### src/rtl/ref_sched_pkg.sv
package ref_sched_pkg;

  typedef enum logic {
    MODE_SINGLE = 1'b0,
    MODE_MULTI  = 1'b1
  } ref_mode_e;

endpackage

### src/rtl/ref_down_timer.sv
module ref_down_timer #(
  parameter int LOAD_A = 1,
  parameter int LOAD_B = 2
) (
  input  logic clk,
  input  logic rst,
  input  logic ld_a,
  input  logic ld_b,
  output logic busy
);
  localparam int MAXV = (LOAD_A > LOAD_B) ? LOAD_A : LOAD_B;
  localparam int CW   = $clog2(MAXV + 2);

  logic [CW-1:0] cnt;
  logic [CW-1:0] nxt_load;

  always_comb begin
    if (ld_a && ld_b) nxt_load = CW'(MAXV);
    else if (ld_a)    nxt_load = CW'(LOAD_A);
    else              nxt_load = CW'(LOAD_B);
  end

  always_ff @(posedge clk) begin
    if (rst)                cnt <= '0;
    else if (ld_a || ld_b)  cnt <= nxt_load;
    else if (cnt != '0)     cnt <= cnt - 1'b1;
  end

  assign busy = (cnt != '0);
endmodule

### src/rtl/ref_saw_window.sv
module ref_saw_window #(
  parameter int DEPTH = 8,
  parameter int CW    = 3,
  parameter int SW    = 7
) (
  input  logic          clk,
  input  logic          rst,
  input  logic [CW-1:0] cur_act,
  output logic [SW-1:0] win_sum
);
  logic [CW-1:0] hist [DEPTH];

  always_ff @(posedge clk) begin
    if (rst) hist[0] <= '0;
    else     hist[0] <= cur_act;
  end

  for (genvar i = 1; i < DEPTH; i++) begin : g_stage
    always_ff @(posedge clk) begin
      if (rst) hist[i] <= '0;
      else     hist[i] <= hist[i-1];
    end
  end

  always_comb begin
    win_sum = SW'(cur_act);
    for (int i = 0; i < DEPTH; i++) win_sum = win_sum + SW'(hist[i]);
  end
endmodule

### src/rtl/ref_sched.sv
module ref_sched
  import ref_sched_pkg::*;
#(
  parameter int NUM_BANKS = 16,
  parameter int T_RC      = 8,
  parameter int T_SAW     = 10,
  parameter int SAW_MAX   = 4,
  parameter int T_MMD     = 6,
  parameter int MB_MAX    = 4,
  parameter int MB_IDLE   = 2,
  localparam int BA_W     = $clog2(NUM_BANKS)
) (
  input  logic                 clk,
  input  logic                 rst,
  input  logic                 mode_i,
  input  logic                 req_valid_i,
  input  logic [BA_W-1:0]      req_bank_i,
  input  logic [NUM_BANKS-1:0] req_mask_i,
  output logic                 ready_o,
  output logic                 ack_o,
  input  logic                 ext_valid_i,
  input  logic [BA_W-1:0]      ext_bank_i,
  output logic                 cs_n_o,
  output logic                 ref_n_o,
  output logic [BA_W-1:0]      ba_o,
  output logic [NUM_BANKS-1:0] addr_o
);
  localparam int NB_CW  = $clog2(NUM_BANKS + 1);
  localparam int ACT_W  = $clog2(MB_MAX + 2);
  localparam int SUM_W  = $clog2((MB_MAX + 1) * T_SAW + 1) + 1;
  localparam int HDEPTH = T_SAW - 2;

  ref_mode_e            mode;
  logic [NUM_BANKS-1:0] req_banks;
  logic [NUM_BANKS-1:0] ext_hit;
  logic [NUM_BANKS-1:0] rc_busy;
  logic [NB_CW-1:0]     req_n;
  logic [ACT_W-1:0]     own_cnt_q;
  logic [ACT_W-1:0]     cur_act;
  logic [SUM_W-1:0]     win_sum;
  logic                 gap_busy, mbq_busy, mmd_busy;
  logic                 mask_ok, trc_ok, saw_ok, gap_ok, mmd_ok;
  logic                 issue, issue_mb;

  assign mode = ref_mode_e'(mode_i);

  // Banks named by the pending request and their count
  always_comb begin
    req_n = '0;
    for (int b = 0; b < NUM_BANKS; b++) begin
      req_banks[b] = (mode == MODE_MULTI) ? req_mask_i[b]
                                          : (req_bank_i == BA_W'(b));
      ext_hit[b]   = ext_valid_i && (ext_bank_i == BA_W'(b));
      req_n        = req_n + NB_CW'(req_banks[b]);
    end
  end

  // Row-cycle timers, one for each bank
  for (genvar b = 0; b < NUM_BANKS; b++) begin : g_bank
    ref_down_timer #(.LOAD_A(T_RC - 2), .LOAD_B(T_RC - 1)) u_rc (
      .clk  (clk),
      .rst  (rst),
      .ld_a (ext_hit[b]),
      .ld_b (issue && req_banks[b]),
      .busy (rc_busy[b])
    );
  end

  // Clear cycles before a multibank refresh
  ref_down_timer #(.LOAD_A(MB_IDLE - 1), .LOAD_B(MB_IDLE)) u_gap (
    .clk  (clk),
    .rst  (rst),
    .ld_a (ext_valid_i),
    .ld_b (issue),
    .busy (gap_busy)
  );

  // Clear cycles after a multibank refresh
  ref_down_timer #(.LOAD_A(0), .LOAD_B(MB_IDLE)) u_mbq (
    .clk  (clk),
    .rst  (rst),
    .ld_a (1'b0),
    .ld_b (issue_mb),
    .busy (mbq_busy)
  );

  // Spacing for refreshes that name three or more banks
  ref_down_timer #(.LOAD_A(0), .LOAD_B(T_MMD - 1)) u_mmd (
    .clk  (clk),
    .rst  (rst),
    .ld_a (1'b0),
    .ld_b (issue_mb),
    .busy (mmd_busy)
  );

  // Activation window
  assign cur_act = own_cnt_q + ACT_W'(ext_valid_i);

  ref_saw_window #(.DEPTH(HDEPTH), .CW(ACT_W), .SW(SUM_W)) u_saw (
    .clk     (clk),
    .rst     (rst),
    .cur_act (cur_act),
    .win_sum (win_sum)
  );

  // Rule evaluation
  always_comb begin
    mask_ok = (mode == MODE_SINGLE) ||
              ((int'(req_n) >= 1) && (int'(req_n) <= MB_MAX));
    trc_ok  = ~|(req_banks & (rc_busy | ext_hit));
    saw_ok  = (int'(win_sum) + int'(req_n)) <= SAW_MAX;
    if (mode == MODE_MULTI) gap_ok = !gap_busy && !ext_valid_i;
    else                    gap_ok = !mbq_busy;
    mmd_ok  = !((mode == MODE_MULTI) && (int'(req_n) >= 3) && mmd_busy);
  end

  assign issue    = req_valid_i && !ack_o && mask_ok && trc_ok &&
                    saw_ok && gap_ok && mmd_ok;
  assign issue_mb = issue && (mode == MODE_MULTI);
  assign ready_o  = issue;

  // Registered command bus
  always_ff @(posedge clk) begin
    if (rst || !issue) begin
      cs_n_o    <= 1'b1;
      ref_n_o   <= 1'b1;
      ba_o      <= '0;
      addr_o    <= '0;
      ack_o     <= 1'b0;
      own_cnt_q <= '0;
    end else begin
      cs_n_o    <= 1'b0;
      ref_n_o   <= 1'b0;
      ba_o      <= (mode == MODE_SINGLE) ? req_bank_i : '0;
      addr_o    <= (mode == MODE_MULTI) ? req_mask_i : '0;
      ack_o     <= 1'b1;
      own_cnt_q <= ACT_W'(req_n);
    end
  end
endmodule

### config.mk
export PLATFORM = sky130hd
export DESIGN_NAME = ref_sched
export DESIGN_NICKNAME = d
export VERILOG_FILES = /design/src/rtl/ref_sched_pkg.sv /design/src/rtl/ref_down_timer.sv /design/src/rtl/ref_saw_window.sv /design/src/rtl/ref_sched.sv
export SDC_FILE = /design/constraint.sdc
export NUM_CORES = 1
export LEC_CHECK = 0
export BUFFER_PORTS_ARGS = -buffer_cell sky130_fd_sc_hd__buf_2
export CORE_MARGIN = 2
export CORE_UTILIZATION = 55
export DETAILED_ROUTE_END_ITERATION = 7
export GPL_ROUTABILITY_DRIVEN = 0
export GPL_TIMING_DRIVEN = 0
export PLACE_DENSITY = 0.82
export SYNTH_ARGS = -nofsm -noshare
export SYNTH_HDL_FRONTEND = slang
export SYNTH_SLANG_ARGS = --single-unit
### constraint.sdc
create_clock -name clk -period 5.9 [get_ports clk]
set_input_delay 0 -clock clk [delete_from_list [all_inputs] [get_ports clk]]
set_output_delay 0 -clock clk [all_outputs]
set_load 0.05 [all_outputs]
Word-level counts from Yosys, hierarchy flattened
Memory sizes are Yosys's and may differ from the RTL's.
Index checks and enable logic that the tools add are counted.
{"block": "totals", "register_bits": 96, "latchBits": 0, "ramBits": 24, "romBits": 0, "inputBits": 29, "output_inout_bits": 24, "wordCells": 348, "memories": 1}
{"name": "u_saw.hist", "depth": 8, "word_bits": 3, "rd": 8, "rd_clocked_by_memory_dff": 0, "wr": 8, "line": "ref_saw_window.sv:11", "source": "logic [CW-1:0] hist [DEPTH];"}
{"block": "op_classes", "addsub": 44, "mul": 0, "n_div": 0, "magnitude_cmp": 4, "n_eq_ne": 30, "shift": 0, "mux": 102, "bitwise_logic": 11, "n_reduce_logical": 130}
{"op": "4-bit two-way mux", "n": 48}
{"op": "4-bit == test, second input constant", "n": 16}
{"op": "4-bit nonzero test", "n": 16}
{"op": "4-bit by 1-bit subtractor with 4-bit output, second input constant", "n": 16}
{"op": "1-bit logical AND", "n": 60}
{"op": "5-bit by 1-bit adder with 5-bit output", "n": 11}
{"op": "7-bit by 3-bit adder with 7-bit output", "n": 7}
{"op": "2-bit nonzero test", "n": 21}
{"op": "1-bit two-way mux", "n": 38}
{"op": "4-bit by 3-bit == test with 1-bit output, second input constant", "n": 8}
{"op": "3-bit two-way mux", "n": 10}
{"op": "1-bit logical OR", "n": 19}
{"op": "16-bit bitwise AND", "n": 1}
{"op": "4-bit by 2-bit == test with 1-bit output, second input constant", "n": 4}
{"op": "16-bit bitwise OR", "n": 1}
{"op": "16-bit OR reduction", "n": 1}
{"op": "2-bit two-way mux", "n": 6}
{"op": "7-bit by 5-bit adder with 8-bit output", "n": 1}
{"op": "4-bit by 1-bit == test with 1-bit output, second input constant", "n": 2}
{"op": "8-bit by 3-bit <= comparator with 1-bit output, second input constant", "n": 1}
{"op": "4-bit zero test", "n": 2}
{"op": "1-bit bitwise OR", "n": 8}
{"op": "1-bit zero test", "n": 7}
{"op": "2-bit OR reduction", "n": 3}
{"op": "13 further kinds", "n": 14}

Logic depth before layout (Yosys ltp)
Gate-level depths: netlist (run 1).
{"block": "depth", "depth_word": 29, "mapped_depth": 23, "mapped_depth_nobuf": 21}

Hierarchy
A second synthesis (run 1) with hierarchy kept.
{"block": "hier_totals", "hier_cells": 847, "area_unflattened_um2": 7716.2}
{"mod": "ref_down_timer at g_bank[0].u_rc ...", "instances": 16, "cells_each": 24, "area_per_inst_um2": 232.7, "seq_area_each_um2": 80.1}
{"mod": "ref_sched", "instances": 1, "cells_each": 302, "area_per_inst_um2": 2287.2, "seq_area_each_um2": 500.5}
{"mod": "ref_saw_window", "instances": 1, "cells_each": 115, "area_per_inst_um2": 1288.7, "seq_area_each_um2": 480.5}
{"mod": "ref_down_timer at u_mmd", "instances": 1, "cells_each": 20, "area_per_inst_um2": 177.7, "seq_area_each_um2": 60.1}
{"mod": "ref_down_timer at u_gap", "instances": 1, "cells_each": 13, "area_per_inst_um2": 121.4, "seq_area_each_um2": 40.0}
{"mod": "ref_down_timer at u_mbq", "instances": 1, "cells_each": 13, "area_per_inst_um2": 117.6, "seq_area_each_um2": 40.0}

Worst setup path before layout (run 1)
No wires, ideal clock.
{"block": "synth_timing", "path_kind": "flip-flop to output port", "start": "register own_cnt_q[0]", "end": "output ready_o", "t_arrival_ns": 7.095, "required_time_ns": 5.900, "path_slack_ns": -1.195, "stages_incl_launch_ff": 21, "cell_sequence": "dfxtp_1 > ha_1 > ha_1 > inv_1 > fa_1 > xnor2_1 > fa_1 > inv_1 > fa_1 > fa_1 > fa_1 > inv_1 > ha_1 > fa_1 > xor2_1 > ha_1 > or4b_1 > a211oi_2 > o21ai_2 > clkbuf_1 > nor4bb_1"}
{"block": "synth_via", "elab_chain_len": 14}
{"item": "start, declared", "line": "ref_sched.sv:38", "source": "logic [ACT_W-1:0] own_cnt_q;"}
{"item": "start signal, assigned", "line": "ref_sched.sv:137", "source": "own_cnt_q <= ACT_W'(req_n);"}
{"item": "3-bit by 1-bit adder with 3-bit output", "line": "ref_sched.sv:97", "source": "assign cur_act = own_cnt_q + ACT_W'(ext_valid_i);"}
{"item": "named net cur_act[1]", "line": "ref_sched.sv:39", "source": "logic [ACT_W-1:0] cur_act;"}
{"item": "3-bit by 3-bit adder with 4-bit output", "line": "ref_saw_window.sv:27", "source": "for (int i = 0; i < DEPTH; i++) win_sum = win_sum + SW'(hist[i]);"}
{"item": "7-bit by 3-bit adder with 7-bit output (7 in series)", "line": "ref_saw_window.sv:27"}
{"item": "7-bit by 5-bit adder with 8-bit output", "line": "ref_sched.sv:111", "source": "saw_ok = (int'(win_sum) + int'(req_n)) <= SAW_MAX;"}
{"item": "8-bit by 3-bit <= comparator with 1-bit output", "line": "ref_sched.sv:111"}
{"item": "1-bit logical AND", "line": "ref_sched.sv:117", "source": "assign issue = req_valid_i && !ack_o && mask_ok && trc_ok &&"}
{"item": "1-bit logical AND (2 in series)", "line": "ref_sched.sv:118", "source": "saw_ok && gap_ok && mmd_ok;"}
{"item": "end, declared", "line": "ref_sched.sv:19", "source": "output logic ready_o,"}
The timed path passes the listed nets, and every way through them passes these cells.

Worst setup path in the final report (run 1)
{"block": "layout_timing", "start": "register own_cnt_q[0]", "end": "register ba_o[3]"}
{"block": "layout_via", "elab_chain_len": 17}
{"item": "3-bit by 1-bit adder with 3-bit output", "line": "ref_sched.sv:97"}
{"item": "named net cur_act[0]", "line": "ref_sched.sv:39"}
{"item": "3-bit by 3-bit adder with 4-bit output", "line": "ref_saw_window.sv:27"}
{"item": "7-bit by 3-bit adder with 7-bit output (7 in series)", "line": "ref_saw_window.sv:27"}
{"item": "7-bit by 5-bit adder with 8-bit output", "line": "ref_sched.sv:111"}
{"item": "8-bit by 3-bit <= comparator with 1-bit output", "line": "ref_sched.sv:111"}
{"item": "1-bit logical AND", "line": "ref_sched.sv:117"}
{"item": "1-bit logical AND (2 in series)", "line": "ref_sched.sv:118"}
{"item": "1-bit zero test", "line": "ref_sched.sv:124", "source": "if (rst || !issue) begin"}
{"item": "1-bit logical OR", "line": "ref_sched.sv:124"}
{"item": "2-bit OR reduction (no line)"}
{"item": "end signal, assigned", "line": "ref_sched.sv:134", "source": "ba_o <= (mode == MODE_SINGLE) ? req_bank_i : '0;"}
{"item": "end, declared", "line": "ref_sched.sv:25", "source": "output logic [BA_W-1:0] ba_o,"}
The timed path passes the listed nets, and every way through them passes these cells.
A chain may end at the register's enable or synchronous reset.

==> summary by stage, run 1 <==
Run status
The run finished, with violations left. The checks that failed: negative setup slack.

Placed design
The post-detailed-placement half-perimeter wirelength is 12800 um. The total instance count after detailed placement is 1027. Buffers placed on the I/O ports in this run total 50.

STA
The sum of negative setup slack is -17.43 ns. Setup repair after global routing could not meet its margin everywhere. The final number of hold-violating endpoints came to 0. Across all setup checks in the final design, the least slack found is -0.348 ns. The total count of max-transition violations in the final report is 0.

The headroom to the max-slew limit is 44.8%. The total of endpoints with negative setup slack in the final report is 81. The share of the cycle needed by the critical path after routing is 106%.

Static timing analysis puts the maximum clock frequency at 160 MHz. Across the routed clock network, the largest skew measured is 0.00894 ns. The time the worst path needs with I/O delays and setup is 6.25 ns. At the pin with the least slew margin, the transition time is just over 0.8 ns.

Cells and area
The number of antenna diodes in the final layout is 0. The final core utilization is 69.7%. The final layout net count is just over 1000. The post-route netlist has 19.8% of its cells at a drive strength greater than 1. Compared with the post-synthesis result, the final layout area differs by 24.2%.

Summing all multi-input logic gate instances after layout gives 0.00441 mm2. Summing all flip-flop and latch instances after layout gives 0.00240 mm2. The number of standard cells in the final layout excluding fillers is roughly 1100. The fill cell total of the finished layout is 870.

Synth
The share of synthesized area in the top cell type comes to approximately a third. dfxtp_1 is the most common cell in the netlist. The per-instance average area after synthesis is between 8 and 9 um2.

In the synthesized netlist, the number of instances is 805. After synthesis, flip-flops and latches occupy 34.2% of the total area. The synthesized flop and latch total is 120. Ranked by instance count, the synthesized netlist is headed by dfxtp_1, inv_1, nor2_1. The post-synthesis net count is 905. The async set-reset flop share out of synthesis is 0%.

The mapped cell area is 0.00702 mm2. Yosys attributes the largest share of cell area to dfxtp_1, fa_1, ha_1. The count of synthesis-stage warnings from yosys is 0. The count of distinct cell types in the synthesized netlist is 63. The number of synthesized flops with an enable pin is 0. The post-synthesis cell type with the largest combined area is dfxtp_1. The most common flop cell mapped by yosys is dfxtp_1.

Worst setup path
Of all nets on the critical path, the largest fanout is 10. The maximum single-stage delay on the critical path is 0.54 ns. The cell with the most instances on the worst path is fa_1. The total stage count of the critical path is 22.

The slowest cell on the critical path is fa_1. Walking the worst path, the cells encountered are ha_4 > ha_4 > inv_2 > fa_2 > xnor2_2 > fa_1 > inv_2 > fa_1 > fa_1 > fa_1 > inv_2 > ha_4 > fa_2 > xor2_1 > ha_2 > or4b_4 > a211oi_4 > o21ai_4 > nor4_2 > nand4_4 > buf_6 > nor3b_2. The worst register-to-register path ends at ba_o[3].

The data arrival time of the worst path is 6.59 ns. The launching point of the worst reg2reg path is own_cnt_q[0]. Together, buffers and inverters on the worst path number 4.

STA puts the critical path data required time at around 6.2 ns. In this design, the largest share of critical-path delay is due to adder cells. The class of the most critical setup path is register to register. The most critical setup path has its startpoint at own_cnt_q[0].

The worst setup slack for register-to-register paths is -0.35 ns. For the worst flop-to-flop path, the logic depth is 22. The kind of capture point of the worst setup path is a register. STA classifies the critical path startpoint as a register.

The capturing element of the worst setup path is ba_o[3].

Hold path
The worst hold path passes through 3 cells. The path class of the tightest hold or removal check is input port to register.

Clocking
The clock network latency to the later pin of the worst-skew pair is 0.43 ns. The cell at the root of the clock tree is clkbuf_16. The clock tree from TritonCTS is built. The H-tree was split into 4 levels. The maximum clock insertion buffer count is 2. After clock tree synthesis, the clock-pin slew on the worst setup and hold paths is 0.06 ns. Counting the buffers created by CTS gives 17. The number of clock sinks is 120.

Global route
The via count of the first global-routing pass is 6431. The wire length of the first global-routing pass is 31000 um. Entering global routing, the biggest net connects 17 pins. The residual overflow from global routing is 0.

Global routing used 29.6% of the available tracks across all layers. The initial antenna violation count is 0.

Routing
The aggregate routed wire length is 20200 um. Dividing the detail-routed wire length by the instance count gives 18.5 um. The number of DRC markers in iteration 0 is 718.

The final antenna-violating net count is 0. After detailed routing, the number of remaining DRC violations is 0. The mean number of vias per cell is approximately 6.0.

The count of TritonRoute iterations in the first routing pass is 6. The routed layout has 6511 vias.

Power and ir drop
The worst vdd rail ir drop is about 350 uV. For this design the ratio of total power to cell area is ~500 mW/mm2. Overall power consumption after layout is estimated at 0.00428 W.

The leakage power is 3.71 nW.

Floorplanning
The height of the chip is roughly 120 um. The die outline area is 0.0137 mm2. The site row count is 41. For this configuration, the core starts out at a cell density of 56.1%. The core area is 0.0125 mm2.

The chip width is 117 um. Pin placement for this block handled 53 I/O pins.

Job
The count of max-cap constraint violations is 0.
==> how the worst min path moves through the flow <==
stage | startpoint | endpoint
after floorplan | req_mask_i[4] | addr_o[4]
after global placement | req_mask_i[6] | addr_o[6]
after detailed placement | req_mask_i[4] | addr_o[4]
after CTS | ext_valid_i | u_saw.hist[0][0]
after global routing | ext_valid_i | u_saw.hist[0][0]
final | ext_valid_i | u_saw.hist[0][0]
==> registers in the layout, summed over array words and instances, names as in the netlist <==
signal	cells
ack_o	1
addr_o	16
ba_o	4
cs_n_o	1
g_bank.u_rc.cnt	64
own_cnt_q	3
u_gap.cnt	2
u_mbq.cnt	2
u_mmd.cnt	3
u_saw.hist	24
==> where the power goes <==
part | switching (W) | total [W] | internal [W]
clock network | 0.000404 | 0.000997 | 0.000592
logic | 0.00125 | 0.00217 | 0.000921
registers | 0.000116 | 0.00111 | 0.000994
==> timing repair <==
item	4_1_cts	5_1_grt
endpoints found under the hold margin	20	0
hold buffers	21	0
cloned	0	0
pin swaps	44	32
endpoints found under the setup margin	81	81
resized for setup	31	30
buffers inserted	7	5
==> cells by family after synthesis <==
kind of cell / count (synthesis) / synth area share, %
AOI/OAI and AO/OA: 147 / 13.3
xor gates and xnor gates: 24 / 3.00
adders and majority gates: 71 / 15.8
buffers and inverters: 130 / 7.68
DFF: 120 / 34.2
muxes: 20 / 3.12
and+or+nand+nor: 293 / 22.9
==> cell usage in the layout (no fill, tap or decap), drive strengths merged, types with 16 or more instances in the layout <==
master,n
nor2,60
nand2,53
ha,42
nand3,22
fa,29
a31oi,19
nor4,17
buf,74
o21ai,32
nor3,25
xnor2,21
dfxtp,120
inv,104
nor3b,19
clkbuf,35
nand4,19
a21oi,42
nor2b,22
dlygate4sd3,21
or3,16
==> metal layers <==
metal  global-route usage, %  wire length, um  up-vias
li1                        -                -     2982
met1                    35.4             7760     3027
met2                    48.7             9690      402
met3                    7.62             1890      100
met4                    16.4              904        0
met5                       0                0        -
==> layout make-up <==
type / instances / share of cell area (%)
sequential: 120 / 27.6
timing repair buffer: 83 / 6.60
clock inverter: 13 / 1.42
clock buffer: 19 / 5.08
buffer: 28 / 1.94
tap: 172 / 2.47
multi-input combinational: 555 / 50.5
inverter: 102 / 4.39
==> through the flow <==
stage                     hold slack (ns)  cell area (um2)  setup slack [ns]
after floorplan                     0.136             7080            0.0278
after global placement              0.258             7540            -0.574
after detailed placement            0.270             7540            -0.645
after CTS                          0.0145             8540            -0.382
after global routing               0.0748             8720            -0.451
final                              0.0460             8720            -0.348
==> tightest hold or removal path, cell delays in order <==
cell and delay [ns]:
buf_2 0.11, ha_4 0.14, nor2b_1 0.16
Power figures use the tool's default switching activity.
==> run 2: changes to the inputs <==
CORE_UTILIZATION = 56   (was 55)
PLACE_DENSITY = 0.83   (was 0.82)
SYNTH_HIERARCHICAL = 1   (was not set)
==> run 2 against run 1 <==
Net effect: the flow still finishes with violations (negative setup slack); power rose by 9.0%; register-to-register slack better by 0.36 ns; synthesized cell count is 5.2% higher; highest routed layer unchanged.
==> summary by stage, run 2 <==
Worst setup path
The kind of capture point of the worst setup path is a register. The slowest cell on the critical path is dlygate4sd3_1. The data required time of the critical path is between 6 and 7 ns. Of all nets on the critical path, the largest fanout is 10. On the worst path, the slowest cell contributes a delay of 0.63 ns. At the worst endpoint, the arrival time is 6.33 ns.

STA classifies the critical path startpoint as an input port. Walking the worst path, the cells encountered are dlygate4sd3_1 > nand2_2 > o21ai_4 > inv_1 > fa_1 > fa_1 > inv_1 > fa_1 > inv_2 > fa_1 > inv_1 > ha_2 > fa_2 > inv_1 > fa_1 > nor2b_4 > nor2_1 > o31ai_2 > nand4b_1 > buf_6 > buf_4 > buf_4 > clkbuf_1 > nor4_2. The cell with the most instances on the worst path is fa_1. The class of the most critical setup path is input port to register.

Routing
The via total after detailed routing is 7171. The mean number of vias per cell is approximately 6.3. Wires add up to 22500 um. The total DRC errors in the routed layout is 0. The final antenna-violating net count is 0.

After the first detailed-routing iteration, the DRC count stood at 1026. Before antenna repair, the detailed router went through 7 iterations. In the final routed layout, each cell accounts on average for 19.7 um.

Power and ir drop
In this run the power density over the cells is 481 mW/mm2. The overall power is ~0.0047 W. The worst vdd rail ir drop is ~270 uV. For this design the static power due to leakage is ~4.1 nW.

Synth
The number of cells produced by synthesis is approximately 850. Yosys mapped a number of flops with a built-in enable equal to 0. The most common flop cell mapped by yosys is dfxtp_1. Yosys mapped the design onto 60 distinct sky130hd cell types. The most common cell in the synthesized netlist is dfxtp_1. The async set-reset flop share out of synthesis is 0%. The register area share after synthesis is 31.1%. The commonest cells after synthesis are dfxtp_1, inv_1, ha_1. The post-synthesis cell type with the largest combined area is dfxtp_1. The Yosys step of the flow raised 6 warnings. The synthesized flop and latch total is 120. A synthesized cell averages about 9 um2. The mapped cell area is 0.00772 mm2.

In this run the biggest area consumer among cell types represents 31.1% of the synthesized area. Yosys attributes the largest share of cell area to dfxtp_1, ha_1, fa_1.

Floorplanning
The floorplan step defined a die boundary enclosing 0.0147 mm2. The core region is 0.0133 mm2. The chip width is 121 um. The initialized floorplan defines 42 standard-cell rows. The initial utilization of the core area, before any placement, comes to ~58%. From bottom edge to top edge, the die measures approximately 120 um. The I/O pin count is 53.

Cells and area
Relative to the synthesized area, the layout overhead comes to 25.8%. Leaving out fill and tap cells, the most frequent cell in the layout is dfxtp_1. Of the cells placed in the final design, the portion with a size suffix greater than 1 is 22.7%.

Fill cells in the final layout number 784. The register with the most flip-flops in the layout has 64 of them. Counting flops per register, the top entry is g_bank.u_rc/cnt. The number of standard cells in the final layout excluding fillers is 1146. In the final layout, the registers with the most flip-flops are g_bank.u_rc/cnt: 64 flops, u_saw/hist: 24 flops, addr_o: 16 flops.

The top cell types in the final layout, fill and taps aside, are dfxtp_1, inv_1, buf_2, ha_1, nand2_1. The final layout net count is 1075. The antenna diode count is 0. Measured on the finished design, the core utilization comes to just over 70%.

Placed design
Including well taps, the total number of placed cells is 1080. The total of buffers placed on input and output ports is 52. The post-detailed-placement half-perimeter wirelength is ~13000 um.

Clocking
The clock tree from TritonCTS is built. The clock net in this run drives a total of 120 sinks. The clock-pin transition on the worst setup and hold timing paths is 0.06 ns.

The maximum clock insertion buffer count is 2. The number of buffers added by the clock tree synthesis step is 17. The tree is rooted in a clkbuf_16. In this run the number of H-tree levels came out at 4. The clock network latency to the later pin of the worst-skew pair is about 0.44 ns.

Run status
The flow ran to the end, but the final reports show violations. The checks that failed: negative setup slack.

STA
The maximum frequency from static timing analysis is 165 MHz. Setup repair after global routing could not meet its margin everywhere. The transition at the pin with the smallest max-transition slack is between 1 and 1.5 ns. The headroom to the max-slew limit is about a quarter. The total of endpoints with negative setup slack in the final report is 13. The setup skew after layout is 0.0143 ns. The smallest setup slack after layout is -0.142 ns. The final number of hold-violating endpoints came to 0. The total count of max-transition violations in the final report is 0.

The share of the cycle needed by the critical path after routing is 102%. The time the worst path needs with I/O delays and setup is 6.04 ns.

Global route
The initial antenna violation count was 0. The residual overflow from global routing is 0. The via count of the first global-routing pass is 6640. The overall global routing resource usage is about 28%.

The pin count of the biggest net entering global routing is 60. The wire length of the first global-routing pass is 32500 um.

Hold path
The kind of path behind the tightest hold check is input port to register.

Job
The count of max-cap constraint violations is 0.
-- run 2: metrics by stage --
step                hold WS, ns  setup WS, ns  area [um2]  setup TNS, ns
floorplan                0.0679        0.0260        7820              0
global placement          0.283         -1.04        8300         -55.66
detailed placement        0.284         -1.03        8330         -56.57
CTS                      0.0666       -0.0360        9370         -0.101
global route              0.112        -0.276        9700          -6.03
finish                   0.0706        -0.142        9700         -0.566
-- run 2: layer usage --
layer | global-route usage [%] | vias up | part of all wire, %
li1 | - | 3194 | -
met1 | 34.6 | 3341 | 38
met2 | 47.3 | 484 | 47
met3 | 6.39 | 152 | 9.1
met4 | 12.4 | 0 | 5.2
met5 | 0 | - | 0
-- run 2: repair_timing --
item | 4_1_cts | 5_1_grt
cloned | 0 | 1
hold buffers | 21 | 0
endpoints found under the hold margin | 22 | 0
setup endpoints to repair | 70 | 92
buffers inserted | 4 | 10
gates resized for setup | 30 | 50
pin swaps | 3 | 33
-- run 2: power breakdown --
group	switching, W	total (W)	internal, W
sequential	0.000137	0.00112	0.000982
clock	0.000380	0.00111	0.000727
combinational	0.00144	0.00244	0.00100
-- run 2: logic make-up (layout without fill, tap and decap cells) --
| group | count (synthesis) | after routing | share of synthesized area [%] |
|---|---|---|---|
| fa+ha+maj | 88 | 88 | 17.1 |
| other cells | 1 | 5 | 0.0486 |
| flops | 120 | 120 | 31.1 |
| simple gates | 312 | 312 | 24.6 |
| buf+inv | 158 | 277 | 9.50 |
| xor+xnor | 39 | 39 | 4.43 |
| compound gates | 129 | 129 | 13.2 |
-- run 2: worst paths after layout --
path / startpoint / to / slack [ns] / cells after the start
worst max-delay path: req_mask_i[13] / addr_o[6] / -0.14 / 24
worst min register to register: u_saw/hist[0][11] / u_saw/hist[1][2] / 0.47 / 2
worst max register to register: own_cnt_q[0] / addr_o[6] / 0.01 / 21
worst min-delay path: rst / g_bank[3].u_rc/cnt[2] / 0.07 / 2
-- run 2: area by class of cell --
type	count	area, um2	area share [%]
inverters	111	417	4.29
flip-flops and latches	120	2400	24.8
plain buffers	47	373	3.84
repair buffers	88	644	6.64
multi-input cells	573	5020	51.8
clock inverters	7	114	1.17
well taps	176	220	2.27
clock buffers	24	512	5.27
-- run 2: critical path, delay by kind of cell --
kind | cells | cell delay (ns)
fa+ha+maj | 7 | 3.35
compound gates | 2 | 0.35
buf+inv | 10 | 1.68
simple gates | 5 | 0.95
==> run 3: changes to the inputs <==
CORE_UTILIZATION = 30   (was 56)
PLACE_DENSITY = 0.52   (was 0.83)
==> run 3 against run 2 <==
Net effect: the flow now finishes without violations; design area rose by 1.8%; maximum frequency grew 3.7%; setup slack improved by 0.22 ns; first-iteration DRC count is 62% lower; critical path type is now input port to primary output.
==> summary by stage, run 3 (synthesis gave the netlist of run 2 again) <==
Run status
The flow ran to the end, and the final reports show no timing, DRC or antenna violations.

Routing
After the first detailed-routing iteration, the DRC count stood at 388. The total DRC errors in the routed layout is 0. After detailed routing, the number of vias per cell comes to 4.89. Once detail routing completed, the nets flagged for antenna violations numbered 0. The count of TritonRoute iterations in the first routing pass is 5.

The final layout contains routed wiring with a total length of 19900 um. The detailed router placed 6369 vias in this run. The mean routed wirelength per cell is 15.3 um.

Power and ir drop
The worst-case IR drop observed on VDD is 274 uV. Dividing total power by cell area gives a power density of between 400 and 500 mW/mm2. The leakage power is around 4.1 nW.

Worst setup path
For this run, the slowest stage of the critical path takes 0.59 ns. STA puts the critical path data arrival time at approximately 5.8 ns. The critical path starts at mode_i. The slowest cell on the critical path is fa_2. The setup path with the least slack is of type input port to primary output.

Walking the worst path, the cells encountered are buf_4 > or3b_4 > o21ai_4 > inv_2 > fa_1 > fa_1 > inv_2 > fa_1 > inv_2 > fa_1 > inv_1 > ha_2 > fa_2 > inv_2 > fa_1 > nor2b_4 > nor2_1 > o31ai_1 > nand4b_1 > buf_6 > buf_8 > nor4_4 > buf_6. The largest fanout on the critical path is 6. The worst setup path is launched from an input port.

The depth of the worst register-to-register path is 22. The critical path crosses 23 cells after its start point. The kind of capture point of the worst setup path is a primary output. The startpoint identified for the worst register-to-register timing path is own_cnt_q[0]. The cell family with the largest share of critical-path delay is adder cells. STA puts the critical path data required time at between 5 and 6 ns.

The critical path contains buffers and inverters numbering 9 combined. The cell with the most instances on the worst path is fa_1.

Clocking
The maximum clock insertion buffer count is 2. The maximum level of the CTS H-tree is 4. The clock-pin transition on the worst setup and hold timing paths is 0.06 ns. The clock network latency to the later pin of the worst-skew pair is roughly 0.43 ns.

The cell at the root of the clock tree is clkbuf_16. The number of clock sinks is 120. TritonCTS built the clock tree. The number of clock buffers added by TritonCTS is 17.

Global route
The first global-routing pass estimated 32100 um of wire. For this run the aggregate overflow at the end of global routing stands at 0. The via count of the first global-routing pass came to 6218.

The pin count of the biggest net entering global routing is 81. The overall global routing resource usage is about 15%. The initial antenna violation count came to 0.

Cells and area
In the final layout, the multi-input gates occupy around 0.005 mm2. The most common cell after layout, fill and taps aside is dfxtp_1. The number of flip-flops in the largest register is between 60 and 70. The largest registers in the layout are g_bank.u_rc/cnt: 64 flops, u_saw/hist: 24 flops, addr_o: 16 flops.

The largest register by flop count is g_bank.u_rc/cnt. After the last flow step, the layout net total stands at 1077. The area added between synthesis and finish is 28.1%. The fill cell total of the finished layout is 2526. The repair_antennas step left the layout with diodes totalling 0. The fraction of layout cells with a size suffix above 1 is 22.5%. The library cells used most frequently in the layout, excluding fill and tap cells, are dfxtp_1, inv_1, ha_1, buf_2, nor2_1. The finished layout holds 1303 standard cells, fillers aside. For this run, the share of the core covered by cells in the final layout is 39.2%. The post-route standard cell area excluding fillers is between 0.009 and 0.01 mm2. The storage element area is 0.00240 mm2.

Floorplanning
The height of the chip is 164 um. The initial utilization of the core area, before any placement, comes to 30.6%. The die outline area is 0.0270 mm2. The site row count is 58. The I/O pin count is 53.

The core area is about 0.025 mm2. In this run the horizontal extent of the chip is 164 um.

Hold path
The kind of path behind the tightest hold check is input port to register. The launch point of the worst hold path is req_mask_i[11]. The cell depth of the worst hold path is 3.

Placed design
In this run the tool buffered the top-level ports with 52 buffer cells. The cell area after placement is around 0.0085 mm2. At the placement stage, the worst setup path has a slack of -1.25 ns. Counting tap cells, the placed design contains a total of 1234 instances. The wire-length estimate of the detail-placed layout is ~14000 um.

STA
The headroom to the max-slew limit is 22.9%. The total count of max-transition violations in the final report is 0. The sum of negative setup slack is 0 ns. Setup slack closes at between 0.07 and 0.08 ns. The share of the cycle needed by the critical path after routing is 98.8%. The final number of hold-violating endpoints was 0.

Setup violations remaining at the end of the flow were counted as 0. Counting I/O delays and the setup requirement, the final critical path takes 5.83 ns. The setup skew after layout is 0.0145 ns.

The transition at the pin with the smallest max-transition slack is 1.16 ns. The maximum frequency from static timing analysis is 172 MHz.

Job
Max-cap violations in this run came to 0.
## run 3: cell count changes in the layout (fill, tap and decap cells not counted), sizes merged, moves of 4 or more
cell | previous run | this run
clkbuf | 43 | 35
dlymetal6s4s | 0 | 6
clkinvlp | 0 | 5
dlygate4sd3 | 21 | 17
## run 3: worst register-to-register path: cells and delay by family (launching register included)
family | cells | cell delay (ns)
xor gates and xnor gates | 2 | 0.34
and+or+nand+nor | 5 | 1.12
buffers and inverters | 5 | 0.57
adders and majority gates | 9 | 2.98
DFF | 1 | 0.32
AOI/OAI and AO/OA | 1 | 0.28
## run 3: metal layers
metal / vias up / track usage [%] / wire [um]
met5: - / 0 / 0
met4: 0 / 4.27 / 261
met3: 30 / 3.97 / 948
met2: 110 / 24.2 / 9350
met1: 3030 / 20.1 / 9380
li1: 3199 / - / -
## run 3: layout make-up
class                           instances  share of cell area, %
Tap cell                              330                   4.18
Clock buffer                           18                   4.44
Buffer                                 47                   3.80
Inverter                              111                   4.22
Multi-Input combinational cell        573                   50.8
Sequential cell                       120                   24.3
Clock inverter                         14                   1.28
Timing Repair Buffer                   90                   6.94
## run 3: per-stage QoR
stage,total power [W],hold WS (ns)
floorplan,0.00272,0.0679
global placement,0.00313,0.287
detailed placement,0.00315,0.290
CTS,0.00431,0.182
global route,0.00471,0.0296
finish,0.00437,0.0283
## run 3: worst paths after layout
path / end / slack [ns]
setup / recovery: ready_o / 0.07
hold reg to reg: u_saw/hist[0][5] / 0.46
hold / removal: addr_o[11] / 0.03
setup reg to reg: g_bank[11].u_rc/cnt[1] / 0.23
## run 3: repair_timing
item / in CTS / in global routing
pin swaps: 2 / 28
cloned: 1 / 0
hold buffers: 23 / 0
resized for setup: 39 / 55
buffers inserted: 3 / 16
endpoints found under the hold margin: 25 / 0
setup endpoints to repair: 74 / 74
## run 3: power breakdown
group          internal [W]  switching [W]  leakage [nW]
clock              0.000590       0.000414         0.265
sequential         0.000982       0.000127         0.983
combinational      0.000961        0.00129          2.88
total               0.00253        0.00184          4.13
